## src/rtl/pinmux_pkg.sv

```systemverilog
package pinmux_pkg;
  localparam logic [1:0] KIND_GPIO = 2'd0;
  localparam logic [1:0] KIND_W2   = 2'd1;
  localparam logic [1:0] KIND_W4   = 2'd2;

  localparam int PINS_PER_GROUP = 8;
  localparam int FUNC_W         = 4;

  function automatic logic [1:0] kind_of(input logic [7:0] kinds, input int g);
    return kinds[2*g +: 2];
  endfunction

  function automatic int span_of(input logic [1:0] kind);
    case (kind)
      KIND_W2: return 4;
      KIND_W4: return 8;
      default: return 0;
    endcase
  endfunction

  // byte offset of a group's first register
  function automatic int group_base(input logic [7:0] kinds, input int g);
    int acc;
    acc = 0;
    for (int h = 0; h < g; h++) acc += span_of(kind_of(kinds, h));
    return acc;
  endfunction

  function automatic logic addr_mapped(input logic [7:0] kinds, input int ngroups,
                                       input int addr);
    logic hit;
    hit = 1'b0;
    for (int g = 0; g < ngroups; g++) begin
      if (kind_of(kinds, g) != KIND_GPIO && addr == group_base(kinds, g)) hit = 1'b1;
      if (kind_of(kinds, g) == KIND_W4 && addr == group_base(kinds, g) + 4) hit = 1'b1;
    end
    return hit;
  endfunction
endpackage

```

## src/rtl/pinmux_mreg.sv

```systemverilog
module pinmux_mreg (
  input  logic        clk_i,
  input  logic        rst_ni,
  input  logic        we_i,
  input  logic [31:0] wdata_i,
  output logic [15:0] q_o
);
  logic [15:0] bit_en;
  assign bit_en = wdata_i[31:16];

  always_ff @(posedge clk_i or negedge rst_ni) begin
    if (!rst_ni)   q_o <= '0;
    else if (we_i) q_o <= (q_o & ~bit_en) | (wdata_i[15:0] & bit_en);
  end
endmodule

```

## src/rtl/pinmux_group.sv

```systemverilog
module pinmux_group #(
  parameter logic [1:0] KIND   = pinmux_pkg::KIND_W2,
  parameter int         BASE   = 0,
  parameter int         ADDR_W = 8
) (
  input  logic                clk_i,
  input  logic                rst_ni,
  input  logic [ADDR_W-1:0]   addr_i,
  input  logic                wr_i,
  input  logic [31:0]         wdata_i,
  output logic [15:0]         rdata_o,
  output logic [8*4-1:0]      func_o
);
  import pinmux_pkg::*;

  localparam logic [ADDR_W-1:0] ADDR_LO = ADDR_W'(BASE);
  localparam logic [ADDR_W-1:0] ADDR_HI = ADDR_W'(BASE + 4);

  logic        hit_lo;
  logic [15:0] q_lo;

  assign hit_lo = (addr_i == ADDR_LO);

  pinmux_mreg u_reg_lo (
    .clk_i(clk_i), .rst_ni(rst_ni), .we_i(wr_i && hit_lo),
    .wdata_i(wdata_i), .q_o(q_lo)
  );

  if (KIND == KIND_W4) begin : g_w4
    logic        hit_hi;
    logic [15:0] q_hi;
    assign hit_hi = (addr_i == ADDR_HI);

    pinmux_mreg u_reg_hi (
      .clk_i(clk_i), .rst_ni(rst_ni), .we_i(wr_i && hit_hi),
      .wdata_i(wdata_i), .q_o(q_hi)
    );

    assign rdata_o = hit_lo ? q_lo : (hit_hi ? q_hi : 16'h0);
    for (genvar p = 0; p < 4; p++) begin : g_pin
      assign func_o[FUNC_W*p +: FUNC_W]     = q_lo[4*p +: 4];
      assign func_o[FUNC_W*(p+4) +: FUNC_W] = q_hi[4*p +: 4];
    end
  end else begin : g_w2
    assign rdata_o = hit_lo ? q_lo : 16'h0;
    for (genvar p = 0; p < PINS_PER_GROUP; p++) begin : g_pin
      assign func_o[FUNC_W*p +: FUNC_W] = {2'b00, q_lo[2*p +: 2]};
    end
  end
endmodule

```

## src/rtl/pinmux_regbank.sv

```systemverilog
module pinmux_regbank #(
  parameter int         NUM_GROUPS  = 4,
  parameter logic [7:0] GROUP_KINDS = 8'b10_00_10_01,
  parameter int         ADDR_W      = 8
) (
  input  logic                      clk_i,
  input  logic                      rst_ni,
  input  logic [ADDR_W-1:0]         addr_i,
  input  logic                      wr_i,
  input  logic [31:0]               wdata_i,
  output logic [31:0]               rdata_o,
  output logic [NUM_GROUPS*32-1:0]  func_o
);
  import pinmux_pkg::*;

  localparam int GRP_FUNC_W = PINS_PER_GROUP * FUNC_W;

  logic [15:0] grp_rd [NUM_GROUPS];

  for (genvar g = 0; g < NUM_GROUPS; g++) begin : g_grp
    localparam logic [1:0] KIND = kind_of(GROUP_KINDS, g);
    if (KIND == KIND_GPIO) begin : g_gpio
      assign grp_rd[g]                       = '0;
      assign func_o[g*GRP_FUNC_W +: GRP_FUNC_W] = '0;
    end else begin : g_mux
      pinmux_group #(
        .KIND(KIND), .BASE(group_base(GROUP_KINDS, g)), .ADDR_W(ADDR_W)
      ) u_group (
        .clk_i(clk_i), .rst_ni(rst_ni), .addr_i(addr_i), .wr_i(wr_i),
        .wdata_i(wdata_i), .rdata_o(grp_rd[g]),
        .func_o(func_o[g*GRP_FUNC_W +: GRP_FUNC_W])
      );
    end
  end

  // offsets are disjoint, so an OR is the read mux
  logic [15:0] rd_or;
  always_comb begin
    rd_or = '0;
    for (int g = 0; g < NUM_GROUPS; g++) rd_or |= grp_rd[g];
  end
  assign rdata_o = {16'h0, rd_or};
endmodule

```

## config.mk

```make
export PLATFORM = sky130hd
export DESIGN_NAME = pinmux_regbank
export DESIGN_NICKNAME = d
export VERILOG_FILES = /design/src/rtl/pinmux_pkg.sv /design/src/rtl/pinmux_mreg.sv /design/src/rtl/pinmux_group.sv /design/src/rtl/pinmux_regbank.sv
export SDC_FILE = /design/constraint.sdc
export NUM_CORES = 1
export LEC_CHECK = 0
export ABC_AREA = 1
export BUFFER_PORTS_ARGS = -buffer_cell sky130_fd_sc_hd__buf_2
export CAP_MARGIN = 20
export CORE_ASPECT_RATIO = 1.75
export CORE_UTILIZATION = 53
export DETAILED_ROUTE_END_ITERATION = 16
export PLACE_DENSITY = 0.84
export SLEW_MARGIN = 30
export SYNTH_ARGS = -nofsm -noshare
export SYNTH_HDL_FRONTEND = slang
export SYNTH_SLANG_ARGS = --single-unit
```

## constraint.sdc

```tcl
create_clock -name clk_i -period 1.5 [get_ports clk_i]
set_input_delay 0.075 -clock clk_i [delete_from_list [all_inputs] [get_ports clk_i]]
set_output_delay 0.075 -clock clk_i [all_outputs]
set_load 0.05 [all_outputs]
```

# ---- Word level (Yosys, flattened, before mapping)
# Index checks and enable logic that the tools add are counted.
dict set report totals {
  ff_bits 80
  output_inout_bits 160
  word_cells 34
}
dict set report classes {
  n_eq_ne 4
  muxes 5
  bitwise 14
  n_reduce_logical 6
}
# operator n
set ops {}
lappend ops {{$or 16x16->16} 7}
lappend ops {{$and 16x16->16} 6}
lappend ops {{$mux 16} 5}
lappend ops {{$eq 8x4->1 const B} 2}
lappend ops {{$not 16->16} 1}
lappend ops {{$eq 8x3->1 const B} 1}
lappend ops {{$eq 8x5->1 const B} 1}
lappend ops {{$logic_not 8->1} 1}
lappend ops {{$logic_and 1x1->1} 5}

# ---- Depth between registers and ports, before layout
# Gate-level depths: netlist of run 1.
dict set report depth {
  depth_word 5
  ltp_mapped 8
}

# ---- Cells and area by module
# A second synthesis of run 1 with hierarchy kept.
dict set report hier_totals {
  cells_unflattened 744
  area_unflattened_um2 5281.3
}
# mod n_inst cells_per_inst area_per_inst_um2 seq_area_each_um2
set modules_own_cells {}
lappend modules_own_cells {pinmux_mreg 5 83 694.4 400.4}
lappend modules_own_cells {pinmux_regbank 1 97 544.3 0.0}
lappend modules_own_cells {{pinmux_group at g_grp[3].g_mux.u_group} 1 78 461.7 0.0}
lappend modules_own_cells {{pinmux_group at g_grp[1].g_mux.u_group} 1 95 426.7 0.0}
lappend modules_own_cells {{pinmux_group at g_grp[0].g_mux.u_group} 1 59 376.6 0.0}

# ---- Least setup slack after synthesis of run 1
# Ideal clock, no wire load.
dict set report synth_timing {
  path_kind {input to output}
  start {in addr_i[7]}
  end {out rdata_o[11]}
  arrival_ns 1.237
  required_ns 1.425
  slack_ns 0.188
  cell_stages 8
  path_buffers 1
  path_cell_list {nor2_2 -> nand2_4 -> nor2_4 -> buf_2 -> nand2_1 -> nand2_1 -> inv_1 -> nand2_1}
}
dict set report synth_between {
  elab_chain_cells 5
  word_cells_on_any_way 12
  cone_classes {eq/ne: 4; mux: 5; bitwise: 2; reduce/logical: 1}
}
# item line_no
set synth_lines {}
lappend synth_lines {{start, declared} pinmux_regbank.sv:8} ;# input logic [ADDR_W-1:0] addr_i,
lappend synth_lines {{$eq 8x4->1} pinmux_group.sv:32} ;# assign hit_hi = (addr_i == ADDR_HI);
lappend synth_lines {{$mux 16 (2 in a row)} pinmux_group.sv:39} ;# assign rdata_o = hit_lo ? q_lo : (hit_hi ? q_hi : 16'h0);
lappend synth_lines {{$or 16x16->16} pinmux_regbank.sv:40} ;# for (int g = 0; g < NUM_GROUPS; g++) rd_or |= grp_rd[g];
lappend synth_lines {{$or 16x16->16 *} pinmux_regbank.sv:40}
lappend synth_lines {{end, declared} pinmux_regbank.sv:11} ;# output logic [31:0] rdata_o,
# Mark *: on every way between the ends. The rest lies on a longest branch, timed or not.

# ---- Final worst setup path of run 1
dict set report layout_timing {
  start {in addr_i[5]}
  end {out rdata_o[2]}
}
# The elaborated chain is that of the path after synthesis.

==> results by group, run 1 <==
Routing
  • Highest routed layer: met4
  • First drt pass iteration count: 6
  • Drt drc: 0
  • Via/cell ratio: between 5 and 6
  • DRT iter0 DRCs: 480
  • DR WL met3: 1.159 mm
  • Vias: 5156
  • Drt total wl: 14.06 mm
  • Antenna viol nets, final: 0
  • Wire length on met1: ~5.5 mm
  • Mean routed wirelength per cell: 14.33 µm
  • WL met2: between 7 and 8 mm

Flow run
  • MaxCap Viol Count: 0

Finish
  • Fill cells: 837
  • Ant diodes: 0
  • Most frequent cells in the layout: nand2_1 (235), nand3_1 (173), buf_2 (127)
  • Final Cell Area: roughly 6200 µm²
  • Synth-to-layout area growth: 21.10%
  • Layout Nets: 899
  • Fin cells: between 900 and 1000
  • Share of layout cells above drive strength 1: 0.2381
  • Most common cell after layout, fill and taps aside: nand2_1

Outcome
  • Run status: finished, final reports clean

Global routing
  • Global-route wire length before repair: ~23 mm
  • Total track usage: 0.2873
  • Gr ovfl total: 0
  • Initial antenna violation count: 0
  • Vias in the first global route: 4460
  • Largest net degree at the start of global routing: 81

Timing
  • Fin Hold WS: ~0.014 ns
  • Post-route minimum period: 1.403 ns
  • Tcrit/Tclk final: 0.9355
  • Final-report hold violation count: 0
  • Max Fclk: 712.6 MHz
  • Worst setup margin: between 0.09 and 0.1 ns
  • Pins Over Slew Limit: 0
  • Clock Skews: 0 ns
  • Endpoints failing setup: 0

Setup path
  • R2R cell count: 2
  • CP max FO: 15
  • Required time of the worst setup path: 1.42 ns
  • Peak per-stage delay on the critical path: 0.26 ns
  • Reg2Reg Setup Slack: 0.82 ns
  • Kind of critical path: input port to output port
  • Critical Path End Type: output port
  • Slowest stage cell, crit path: buf_2
  • Arr. time, crit path: about 1.3 ns
  • Critical Path Start Type: input port
  • CP most frequent cell: nand2_1
  • Cells along the critical path: buf_2, nor2_2, nand2_4, nor2_4, buf_12, nand2_1, nand2_1, inv_1, nand2_1, buf_2

Logic synthesis
  • EDFF count, synth: 0
  • Ys Warns: 0
  • Primary FF master, synth: dfrtp_1
  • Register area share after synthesis: 0.3940
  • Netlist Area Pre-Place: 5081 µm²
  • Syn Area/Cell: 7.067 µm²
  • Asr flop ratio synth: 1.000
  • Cells after synthesis: 719
  • Number of synthesized register bits: 80
  • Distinct cells, synth: 21

Power and ir drop
  • Combinational power share: 0.176
  • Total chip power: 0.005689 W
  • Sequential Power Share: 0.399
  • Max VDD drop: 780.4 µV
  • P per Cell Area: 924.6 nW/µm²
  • Internal power: 0.003913 W
  • Switching portion of total power: 0.3122
  • P_leak: 3.584 nW
  • Sw Pwr: 0.001776 W
  • Clock share of power: 0.426

Floorplan
  • Chip Width: 76.02 µm
  • Site Rows: 46
  • Die ar.: 9998 µm²
  • Die height: 131.5 µm
  • IO Count: 203
  • Core Box Area: 9209 µm²
  • Starting Density: 0.5518

Clock tree
  • Root Buffer: clkbuf_16
  • CTS buffer count: 9
  • CTS Sinks: 80
  • Clock buffer depth: 2
  • Clock H-tree levels: 3
  • CTS clk-pin slew, worst paths: 0.06 ns
  • CTS tree: done
  • Clk_lat worst skew: 0.34 ns

Place
  • DP Worst Slack: between 0.015 and 0.02 ns
  • Detailed placement HPWL: ~9.7 mm
  • Placed cell area: a little under 6000 µm²
  • Buffers on Ports: around 140
  • Gp weighted congestion: 0.8132
  • DP Cell Count: 963

Worst hold path
  • Hold WC Path Type: input port to flop
  • Worst Min Path Start: wdata_i[8]
  • Hold depth: 3
[cell type report]
| cell class | count | area [µm²] | share of cell area |
|---|---|---|---|
| flip-flops and latches | 80 | 2002 | 0.3253 |
| well taps | 120 | 150.1 | 0.02440 |
| clock buffers | 11 | 252.7 | 0.04107 |
| clock inverters | 5 | 78.83 | 0.01281 |
| repair buffers | 169 | 1044 | 0.1696 |
| inverters | 55 | 211.5 | 0.03436 |
| multi-input cells | 541 | 2415 | 0.3924 |
[power groups by stage]
stage	combinational (W)	sequential (W)	clock, W
finish	0.00100	0.00227	0.00242
global route	0.00105	0.00227	0.00254
detailed placement	0.000988	0.00231	0
global placement	0.000983	0.00231	0
CTS	0.000995	0.00227	0.00246
floorplan	0.000665	0.00250	0
[cell families after synthesis]
logic type / count (synthesis) / synth area share
DFF: 80 / 0.3940
AOI/OAI and AO/OA: 16 / 0.01576
other: 1 / 0.0007380
and+or+nand+nor: 461 / 0.4102
buffers and inverters: 161 / 0.1793
[synthesized netlist by cell type, types with 3 or more instances]
library cell    n  area share
nand2_1       235        0.17
nand3_1       173        0.17
dfrtp_1        80        0.39
buf_4          72        0.11
inv_1          52       0.038
nor2_1         33       0.024
clkbuf_1       24       0.018
o21ai_1        16       0.016
buf_2           6      0.0059
nor2_2          6      0.0074
nor2_4          5       0.011
buf_6           3      0.0066
nand2_4         3      0.0066
[stage by stage]
step / TNS (ns) / util
3_3_place_gp: 0 / 0.6262
4_1_cts: 0 / 0.6644
6_report: 0 / 0.6682
3_5_place_dp: 0 / 0.6262
2_1_floorplan: 0 / -
5_1_grt: -0.001978 / 0.6682
[worst max-delay path, delay by kind of cell]
kind | cells | cell delay, ns
buf+inv | 4 | 0.58
simple gates | 6 | 0.68
[worst max-delay path by stage]
stage / startpoint / endpoint / depth (start not counted) / slack [ns]
floorplan: addr_i[7] / rdata_o[11] / 8 / 0.19
global placement: addr_i[7] / rdata_o[14] / 10 / 0.05
detailed placement: addr_i[7] / rdata_o[7] / 10 / 0.02
CTS: addr_i[7] / rdata_o[7] / 10 / 0.02
global route: addr_i[1] / rdata_o[0] / 10 / -0.002
finish: addr_i[5] / rdata_o[2] / 10 / 0.1
[routing by layer]
| layer | up-vias | GRT usage |
|---|---|---|
| li1 | 2425 | - |
| met1 | 2402 | 0.3647 |
| met2 | 296 | 0.4753 |
| met3 | 33 | 0.05625 |
| met5 | - | 0 |
| met4 | 0 | 0.1207 |
[repair_timing]
item                                    in CTS  in global routing
endpoints found under the setup margin       0                 16
resized for setup                            0                 12
hold endpoints to repair                    81                  0
setup buffers                                0                  0
hold buffers                                 2                  0
(Power assumes the default switching activity.)
==> run 2: changes to the inputs <==
--- a/config.mk
+++ b/config.mk
@@ -5,14 +5,15 @@
 export SDC_FILE = /design/constraint.sdc
 export NUM_CORES = 1
 export LEC_CHECK = 0
-export ABC_AREA = 1
 export BUFFER_PORTS_ARGS = -buffer_cell sky130_fd_sc_hd__buf_2
 export CAP_MARGIN = 20
 export CORE_ASPECT_RATIO = 1.75
-export CORE_UTILIZATION = 53
+export CORE_MARGIN = 2
+export CORE_UTILIZATION = 54
 export DETAILED_ROUTE_END_ITERATION = 16
-export PLACE_DENSITY = 0.84
+export PLACE_DENSITY = 0.85
 export SLEW_MARGIN = 30
 export SYNTH_ARGS = -nofsm -noshare
 export SYNTH_HDL_FRONTEND = slang
+export SYNTH_HIERARCHICAL = 1
 export SYNTH_SLANG_ARGS = --single-unit
==> run 2 against run 1 <==
Compared with the run above:
- the flow now finishes with violations (negative setup slack)
- flip-flop and latch count unchanged
- cell area grew 11%
- die area increased by 4.5%
- setup slack lost 0.28 ns
- via count is 13% lower
- clock skew did not move
==> results by group, run 2 <==
Outcome
  • Run status: complete, but fails checks
  • Failing checks: negative setup slack

Logic synthesis
  • Netlist Area Pre-Place: 5191 µm² (+2.2%)
  • Synth area leader: dfrtp_1
  • Cells after synthesis: 479 (-33%)
  • Primary FF master, synth: dfrtp_1
  • Count leader, synth: nand2_1
  • Ys Warns: 6 (+6)
  • Register area share after synthesis: 0.3856 (-0.008357)
  • Number of synthesized register bits: 80 (unchanged)
  • Synth area leaders: dfrtp_1 (39%), mux2_4 (14%), buf_4 (9.4%)
  • EDFF count, synth: 0 (unchanged)
  • Syn Area/Cell: 10.84 µm² (+53%)
  • Synth cell count leaders: nand2_1 (81), dfrtp_1 (80), buf_4 (65), mux2_4 (50), nand3b_1 (33)
  • Yosys top cell area share: 0.3856 (-0.008357)
  • Asr flop ratio synth: 1.000 (unchanged)
  • Distinct cells, synth: 29 (+38%)

Floorplan
  • Chip Width: 78.12 µm (+2.8%)
  • IO Count: 203 (unchanged)
  • Core Box Area: 9409 µm² (+2.2%)
  • Die height: 133.7 µm (+1.7%)
  • Site Rows: 47 (+2.2%)
  • Starting Density: 0.5517 (about the same)
  • Die ar.: 10440 µm² (+4.5%)

Timing
  • RSZ-0062 raised after global routing: yes
  • Clock Skews: 0 ns (unchanged)
  • Fin Hold WS: 0.02520 ns (+0.01077 ns)
  • Endpoints failing setup: 16 (+16)
  • Final-report hold violation count: 0 (unchanged)
  • Post-route minimum period: 1.682 ns (+0.2786 ns)
  • Max Fclk: 594.6 MHz (-17%)
  • Pins Over Slew Limit: 0 (unchanged)
  • Tcrit/Tclk final: 1.121 (+0.1857)
  • Worst setup margin: -0.1819 ns (-0.2786 ns)
  • TNS Setup: -1.269 ns (-1.269 ns)

Worst hold path
  • Worst Min Path Start: wdata_i[14]
  • Hold depth: 2 (-1)
  • Hold WC Path Type: input port to flop

Setup path
  • Peak per-stage delay on the critical path: 0.41 ns (+0.15 ns)
  • Arr. time, crit path: 1.61 ns (+0.28 ns)
  • Slowest stage cell, crit path: dfrtp_1
  • Delay-heaviest family, CP: simple AND/OR/NAND/NOR gates
  • Critical Path Start Type: flop
  • Reg2Reg Setup Slack: 0.45 ns (-0.37 ns)
  • Sum of buffers and inverters on the critical path: 1 (-3)
  • Required time of the worst setup path: 1.42 ns (about the same)
  • R2R cell count: 3 (+1)
  • Kind of critical path: flop to output port
  • Cells along the critical path: a22oi_2, nor2_2, or3_4, buf_8
  • Critical Path End Type: output port
  • CP max FO: 2 (-13)

Routing
  • Mean routed wirelength per cell: 19.94 µm (+39%)
  • First drt pass iteration count: 6 (unchanged)
  • Drt total wl: 16.11 mm (+15%)
  • Antenna viol nets, final: 0 (unchanged)
  • Via/cell ratio: 5.559 (+5.8%)
  • DRT iter0 DRCs: 264 (-45%)
  • Drt drc: 0 (unchanged)
  • Vias: 4492 (-13%)

Clock tree
  • CTS clk-pin slew, worst paths: 0.06 ns (about the same)
  • Root Buffer: clkbuf_16
  • Clock buffer depth: 2 (unchanged)
  • Clk_lat worst skew: 0.34 ns (about the same)
  • CTS Sinks: 80 (unchanged)
  • Clock H-tree levels: 3 (unchanged)
  • CTS tree: done
  • CTS buffer count: 9 (unchanged)

Place
  • DP Worst Slack: -0.2752 ns (-0.2936 ns)
  • Placed cell area: 5937 µm² (+3.0%)
  • Detailed placement HPWL: 10.76 mm (+11%)
  • Buffers on Ports: 138 (unchanged)
  • Gp weighted congestion: 0.8994 (+11%)

Finish
  • FF/Latch Area: 2002 µm² (unchanged)
  • Share of layout cells above drive strength 1: 0.5869 (+0.3488)
  • Most frequent cells in the layout: buf_2 (121), dfrtp_1 (80), buf_4 (72)
  • Multi-input combinational cell area: 2831 µm² (+17%)
  • Layout Nets: 723 (-20%)
  • Synth-to-layout area growth: 32.01%
  • Final cell utilization of the core: 0.7283 (+0.06012)
  • Fill cells: 644 (-23%)
  • Most common cell after layout, fill and taps aside: buf_2
  • Final Cell Area: 6853 µm² (+11%)

Power and ir drop
  • P_leak: 3.553 nW (-0.86%)
  • P per Cell Area: 820.7 nW/µm² (-11%)
  • Max VDD drop: 1082 µV (+39%)

Global routing
  • Total track usage: 0.2984 (+0.01109)
  • Global-route wire length before repair: 23.74 mm (+4.4%)
  • Vias in the first global route: 4558 (+2.2%)
  • Gr ovfl total: 0 (unchanged)
  • Largest net degree at the start of global routing: 81 (unchanged)
  • Initial antenna violation count: 1 (+1)

Flow run
  • MaxCap Viol Count: 0 (unchanged)
run 2: how the worst max path moves through the flow:
| stage | startpoint | end | slack [ns] | cells after the start |
|---|---|---|---|---|
| 2_1_floorplan | addr_i[5] | flop | -0.20 | 7 |
| 3_3_place_gp | addr_i[5] | flop | -0.24 | 7 |
| 3_5_place_dp | addr_i[5] | flop | -0.28 | 7 |
| 4_1_cts | flop | rdata_o[5] | -0.09 | 4 |
| 5_1_grt | flop | rdata_o[5] | -0.19 | 4 |
| 6_report | flop | rdata_o[5] | -0.18 | 4 |
run 2: layout make-up:
type / count / area share
Antenna cell: 1 / 0.0003652
Inverter: 17 / 0.009312
Multi-Input combinational cell: 351 / 0.4132
Clock inverter: 6 / 0.008581
Sequential cell: 80 / 0.2921
Clock buffer: 10 / 0.03487
Timing Repair Buffer: 221 / 0.2193
Tap cell: 122 / 0.02227
run 2: routing by layer:
layer,GRT usage,up-vias,share of wire
li1,-,1920,-
met1,0.3208,2190,0.35
met2,0.5235,295,0.52
met3,0.05149,87,0.070
met4,0.2047,0,0.056
met5,0,-,0
run 2: cell families (layout without fill, tap and decap cells):
kind of cell / after synthesis / in the layout / share of synthesized area
AOI/OAI and AO/OA: 32 / 32 / 0.05495
buffers and inverters: 110 / 254 / 0.1562
DFF: 80 / 80 / 0.3856
muxes: 80 / 80 / 0.2097
other: 2 / 65 / 0.001447
and+or+nand+nor: 175 / 175 / 0.1921
run 2: stage by stage:
stage,total power (W),cells
2_1_floorplan,0.003161,541
3_3_place_gp,0.003320,746
3_5_place_dp,0.003347,746
4_1_cts,0.005595,793
5_1_grt,0.005774,808
6_report,0.005624,808
run 2: what timing repair did:
action / CTS / global route
setup buffers: 30 / 14
endpoints found under the setup margin: 16 / 17
resized for setup: 47 / 21
gates cloned: 0 / 0
endpoints found under the hold margin: 80 / 0
pin swaps: 12 / 12
hold buffers: 1 / 0
run 2: power by group:
group	total, W	internal (W)	switching, W	leakage (nW)
combinational	0.00113	0.000260	0.000868	2.29
sequential	0.00226	0.00222	0.0000477	1.11
clock	0.00223	0.00133	0.000907	0.152
